==> src/rtl/rstidle_pkg.sv <==
package rstidle_pkg;
    typedef enum logic [1:0] {
        QS_RUN  = 2'd0,
        QS_ARM  = 2'd1,
        QS_HOLD = 2'd2
    } qual_state_e;

    typedef enum logic [1:0] {
        IS_RUN  = 2'd0,
        IS_IDLE = 2'd1,
        IS_WAKE = 2'd2
    } idle_state_e;
endpackage

==> src/rtl/rstidle_qual.sv <==
module rstidle_qual
    import rstidle_pkg::*;
#(
    parameter int MIN_MC      = 2,
    parameter int SYNC_STAGES = 2
) (
    input  logic clk,
    input  logic por_n,
    input  logic rst_pin,
    input  logic mc_strobe,
    output logic sys_rst
);
    localparam int CNT_W = $clog2(MIN_MC + 1);
    localparam logic [CNT_W-1:0] LAST = CNT_W'(MIN_MC - 1);

    logic [SYNC_STAGES-1:0] sync_q;
    logic                   pin_s;
    qual_state_e            state_q, state_d;
    logic [CNT_W-1:0]       cnt_q, cnt_d;

    // Synchronizer chain for the asynchronous pin
    always_ff @(posedge clk or negedge por_n) begin
        if (!por_n) sync_q <= '0;
        else        sync_q <= {sync_q[SYNC_STAGES-2:0], rst_pin};
    end
    assign pin_s = sync_q[SYNC_STAGES-1];

    // State register
    always_ff @(posedge clk or negedge por_n) begin
        if (!por_n) begin
            state_q <= QS_RUN;
            cnt_q   <= '0;
        end else begin
            state_q <= state_d;
            cnt_q   <= cnt_d;
        end
    end

    // Next state
    always_comb begin
        state_d = state_q;
        cnt_d   = cnt_q;
        unique case (state_q)
            QS_RUN: begin
                cnt_d = '0;
                if (pin_s) state_d = QS_ARM;
            end
            QS_ARM: begin
                if (!pin_s) begin
                    state_d = QS_RUN;
                    cnt_d   = '0;
                end else if (mc_strobe) begin
                    if (cnt_q == LAST) begin
                        state_d = QS_HOLD;
                        cnt_d   = '0;
                    end else begin
                        cnt_d = cnt_q + 1'b1;
                    end
                end
            end
            QS_HOLD: begin
                if (!pin_s && mc_strobe) state_d = QS_RUN;
            end
            default: state_d = QS_RUN;
        endcase
    end

    // Outputs
    always_comb begin
        sys_rst = (state_q == QS_HOLD);
    end

    AST_RST_RISE_ON_STROBE: assert property (@(posedge clk) disable iff (!por_n)
        $rose(sys_rst) |-> $past(mc_strobe));
    AST_RST_FALL_ON_STROBE: assert property (@(posedge clk) disable iff (!por_n)
        $fell(sys_rst) |-> $past(mc_strobe));
    AST_RST_HELD_BY_PIN: assert property (@(posedge clk) disable iff (!por_n)
        (sys_rst && pin_s) |=> sys_rst);
    AST_NO_RST_FROM_RUN: assert property (@(posedge clk) disable iff (!por_n)
        (state_q == QS_RUN) |=> !sys_rst);
endmodule

==> src/rtl/rstidle_idle.sv <==
module rstidle_idle
    import rstidle_pkg::*;
(
    input  logic clk,
    input  logic por_n,
    input  logic sys_rst,
    input  logic idl_wr,
    input  logic idl_wdata,
    input  logic irq_pend,
    output logic idl_bit,
    output logic cpu_clk_en,
    output logic wake_pulse
);
    idle_state_e state_q, state_d;

    // State register
    always_ff @(posedge clk or negedge por_n) begin
        if (!por_n) state_q <= IS_RUN;
        else        state_q <= state_d;
    end

    // Next state
    always_comb begin
        state_d = state_q;
        if (sys_rst) begin
            state_d = IS_RUN;
        end else begin
            unique case (state_q)
                IS_RUN:  if (idl_wr && idl_wdata) state_d = IS_IDLE;
                IS_IDLE: if (irq_pend) state_d = IS_WAKE;
                IS_WAKE: state_d = IS_RUN;
                default: state_d = IS_RUN;
            endcase
        end
    end

    // Outputs
    always_comb begin
        idl_bit    = (state_q == IS_IDLE);
        cpu_clk_en = (state_q != IS_IDLE);
        wake_pulse = (state_q == IS_WAKE);
    end

    AST_WAKE_ONE_CYCLE: assert property (@(posedge clk) disable iff (!por_n)
        wake_pulse |=> !wake_pulse);
    AST_WAKE_AFTER_IDLE: assert property (@(posedge clk) disable iff (!por_n)
        $rose(wake_pulse) |-> $past(idl_bit) && $past(irq_pend));
    AST_IRQ_ENDS_IDLE: assert property (@(posedge clk) disable iff (!por_n)
        (idl_bit && irq_pend) |=> (!idl_bit && cpu_clk_en));
    AST_RESET_CLEARS_IDLE: assert property (@(posedge clk) disable iff (!por_n)
        sys_rst |=> (!idl_bit && !wake_pulse));
    AST_IDLE_NEEDS_WRITE: assert property (@(posedge clk) disable iff (!por_n)
        $rose(idl_bit) |-> $past(idl_wr) && $past(idl_wdata) && !$past(sys_rst));
endmodule

==> src/rtl/rstidle_ctrl.sv <==
module rstidle_ctrl #(
    parameter int MIN_MC      = 2,
    parameter int SYNC_STAGES = 2
) (
    input  logic clk,
    input  logic por_n,
    input  logic rst_pin,
    input  logic mc_strobe,
    input  logic idl_wr,
    input  logic idl_wdata,
    input  logic irq_pend,
    output logic sys_rst,
    output logic cpu_clk_en,
    output logic per_clk_en,
    output logic idl_bit,
    output logic wake_pulse
);
    rstidle_qual #(
        .MIN_MC      (MIN_MC),
        .SYNC_STAGES (SYNC_STAGES)
    ) u_qual (
        .clk       (clk),
        .por_n     (por_n),
        .rst_pin   (rst_pin),
        .mc_strobe (mc_strobe),
        .sys_rst   (sys_rst)
    );

    rstidle_idle u_idle (
        .clk        (clk),
        .por_n      (por_n),
        .sys_rst    (sys_rst),
        .idl_wr     (idl_wr),
        .idl_wdata  (idl_wdata),
        .irq_pend   (irq_pend),
        .idl_bit    (idl_bit),
        .cpu_clk_en (cpu_clk_en),
        .wake_pulse (wake_pulse)
    );

    // Interrupt, timer and serial units never stop in idle
    assign per_clk_en = 1'b1;
endmodule

==> config.mk <==
export PLATFORM = sky130hd
export DESIGN_NAME = rstidle_ctrl
export DESIGN_NICKNAME = d
export VERILOG_FILES = /design/src/rtl/rstidle_pkg.sv /design/src/rtl/rstidle_qual.sv /design/src/rtl/rstidle_idle.sv /design/src/rtl/rstidle_ctrl.sv
export SDC_FILE = /design/constraint.sdc
export NUM_CORES = 1
export LEC_CHECK = 0
export ABC_AREA = 1
export BUFFER_PORTS_ARGS = -buffer_cell sky130_fd_sc_hd__buf_2
export CORE_AREA = 4 4 41 43
export CTS_BUF_LIST = sky130_fd_sc_hd__clkbuf_2 sky130_fd_sc_hd__clkbuf_4 sky130_fd_sc_hd__clkbuf_8
export CTS_CLUSTER_SIZE = 20
export DETAILED_ROUTE_END_ITERATION = 10
export DIE_AREA = 0 0 45 47
export GPL_TIMING_DRIVEN = 0
export PLACE_DENSITY = 0.5
export SLEW_MARGIN = 20
export SYNTH_ARGS = -nofsm -noshare
export SYNTH_HDL_FRONTEND = slang
export SYNTH_SLANG_ARGS = --single-unit
==> constraint.sdc <==
create_clock -name clk -period 0.8 [get_ports clk]
set_input_delay 0.08 -clock clk [delete_from_list [all_inputs] [get_ports clk]]
set_output_delay 0.08 -clock clk [all_outputs]
set_load 0.005 [all_outputs]
==> impl_metrics.yaml <==
logic_synthesis:
  synth_mux_area_frac: 0
  synth_top_family_by_area: "simple AND/OR/NAND/NOR gates"
  synth_nets: 54
  syn_avg_cell_area_sq_um: 7.99
  yosys.area.top_type: "dfrtp_1"
  synthAdderAreaFrac: 0
  synth-xor-area-share: 0
  synth_edf_count: 0
  synth_warnings: 0
  async_reset_ff_frac: 1.00
  synthFlopType: "dfrtp_1"
  yosysTopAreaCellShare: 0.533
  ys_ff_latch: 8
  synth_area_sq_um: 375
  synth-compound-area-share: 0.0600
  synth.most_common_cell: "nand2_1"
  synth_seq_area_share: 0.533
  syn_inst: 47
  yosys.cell_types.count: 12
  synth_area_leaders: "dfrtp_1, nand2_1, inv_1"
  synth-simple-area-share: 0.297
  ys_top_cells_by_count: "nand2_1, dfrtp_1, inv_1"
run_status:
  violations: "setup timing"
  status: "finished, violations left"
routing:
  routed_wirelength_um: 766
  wl_per_cell_um: 9.23
  ant_nets: 0
  vias_per_cell: 4.41
  drt_drc_violations_left: 0
  dr.pass1.iters: 4
  num_vias: 366
  drtIter0Drc: 4
flow_run:
  drv_cap: 0
setup_path:
  reg2reg_slack_ns: -0.14
  crit_family: "flip-flops"
  startpoint: "u_qual.state_q[0]"
  crit_path_start_kind: "flop"
  criticalPathCategory: "reg2out"
  critPathCapture: "sys_rst"
  required_ns: 0.72
  crit_cells: 2
  critical_path_arrival_ns: 0.92
  cp_slowest_cell: "dfrtp_1"
  cp_cell_sequence: "nor2_2, buf_2"
  timing.rr.start: "u_qual.state_q[0]"
  crit_path_end_kind: "output port"
  crit_fanout: 3
  max_stage_delay_ns: 0.42
  path_buf_inv: 1
  timing.rr.end: "u_qual.cnt_q[0]"
  reg2reg_depth: 5
die:
  coreArea_sq_mm: 0.00130
  die_height_um: 47
  die_x_um: 45
  ioPinCount: 12
  initial_utilization: 0.288
  die_area_sq_mm: 0.00212
  placement_rows: 13
hold_path:
  hp-class: "in2reg"
placement:
  post-dp-hpwl_um: 523
  place_congestion: 0.640
  post_dp_cell_area_sq_um: 444
  io_buffer_count: 10
  pre_cts_ws_ns: -0.0661
  dp_cells: 72
global_route:
  grt_pass1_wl_um: 1280
  grt-ovfl-total: 0
  grt_usage: 0.0903
  grt_max_degree: 9
  grt_pass1_vias: 331
  antenna_found_initial: 0
sta:
  post-route-min-period_ns: 0.998
  setup_ws_ns: -0.198
  rsz0062_at_grt: "true"
  finClkSkew_ns: 0.00173
  finalMaxSlewViolations: 0
  fmax_ghz: 1.00
  final.period_utilization: 1.25
  finalSetupTns_ns: -1.35
  finalHoldViolations: 0
  finalSetupViolCount: 10
clock_network:
  root_buffer: "clkbuf_4"
  clk_latency_ns: 0.24
  cts_made_buffers: 3
  clk_pin_slew_ns: 0.05
  cts_buffer_depth: 2
  tritoncts: "built"
  cts.sinks: 8
  cts_max_level: 1
pwr:
  leakagePower_uw: 0.000319
  ir_drop_mv: 0.904
  cellPowerDensity_mw_per_mm2: 2100
layout:
  fin_area_sq_um: 589
  antennaDiodeCount: 0
  drive_gt1_frac: 0.485
  syn_to_final_growth_pct: 57.0
  final_cells: 83
  final_nets: 77
worst reg2reg max path: cells and delay by family (launching register included):
family / cells / cell delay [ns]
flip-flops: 1 / 0.42
AND/OR/NAND/NOR: 2 / 0.11
AO/OA/AOI/OAI: 2 / 0.19
buffers and inverters: 1 / 0.15
where the power goes:
| group | total [uW] | internal (uW) | switching, uW |
|---|---|---|---|
| logic | 434 | 224 | 210 |
| clock network | 289 | 170 | 119 |
| registers | 517 | 460 | 57.1 |
worst min-delay path by stage:
stage	startpoint	cells after the start	endpoint	slack [ns]
floorplan	por_n	0	u_idle.state_q[0]	-0.22
finish	irq_pend	3	u_idle.state_q[1]	0.10
detailed placement	por_n	1	u_idle.state_q[0]	-0.07
global route	irq_pend	3	u_idle.state_q[1]	0.08
CTS	irq_pend	3	u_idle.state_q[1]	0.09
global placement	por_n	1	u_idle.state_q[0]	-0.07
area by class of cell:
type,count,area (sq um)
clock buffer,3,22.5
sequential,8,200
tap,15,18.8
multi-input combinational,30,173
inverter,8,35.0
fill,147,712
buffer,1,7.51
timing repair buffer,18,133
cells by family (layout without fill, tap and decap cells):
family                 count (synthesis)  after routing
buffers and inverters                  9             30
DFF                                    8              8
AOI/OAI and AO/OA                      4              4
other                                  1              1
and+or+nand+nor                       25             25
per-stage QoR:
stage / hold WS (ns) / utilization / power [uW]
after floorplan: -0.216 / - / 663
after global placement: -0.0727 / 0.341 / 751
after detailed placement: -0.0728 / 0.341 / 747
after CTS: 0.0862 / 0.433 / 1210
after global routing: 0.0820 / 0.453 / 1330
final: 0.100 / 0.453 / 1240
cells in the final DEF (no fill, tap or decap), types with 2 or more instances in the layout:
master	netlist	layout
nand2_1	12	9
buf_2	0	9
dfrtp_1	8	8
nor2_1	4	4
inv_1	6	4
buf_4	1	4
buf_6	0	4
inv_2	2	3
nand4_1	3	3
clkbuf_4	0	3
nand2_2	0	2
o21ai_1	3	2
nand3_1	4	2
nand3_2	0	2
dlygate4sd3_1	0	2
layer usage:
layer  wire [um]  up-vias  track usage
li1            -      188            -
met1         321      169        0.106
met2         401        7        0.124
met3          34        2       0.0230
met4           9        0        0.105
met5           0        -            0
what timing repair did:
action / in CTS / in global routing
pin swaps: 5 / 3
gates resized for setup: 12 / 6
endpoints found under the hold margin: 9 / 0
gates cloned: 0 / 0
setup buffers: 6 / 1
endpoints found under the setup margin: 10 / 10
hold buffers: 2 / 0
registers in the layout, summed over array words and instances (netlist names):
| signal | cells |
|---|---|
| u_idle.state_q | 2 |
| u_qual.cnt_q | 2 |
| u_qual.state_q | 2 |
| u_qual.sync_q | 2 |
Power figures use the tool's default switching activity.
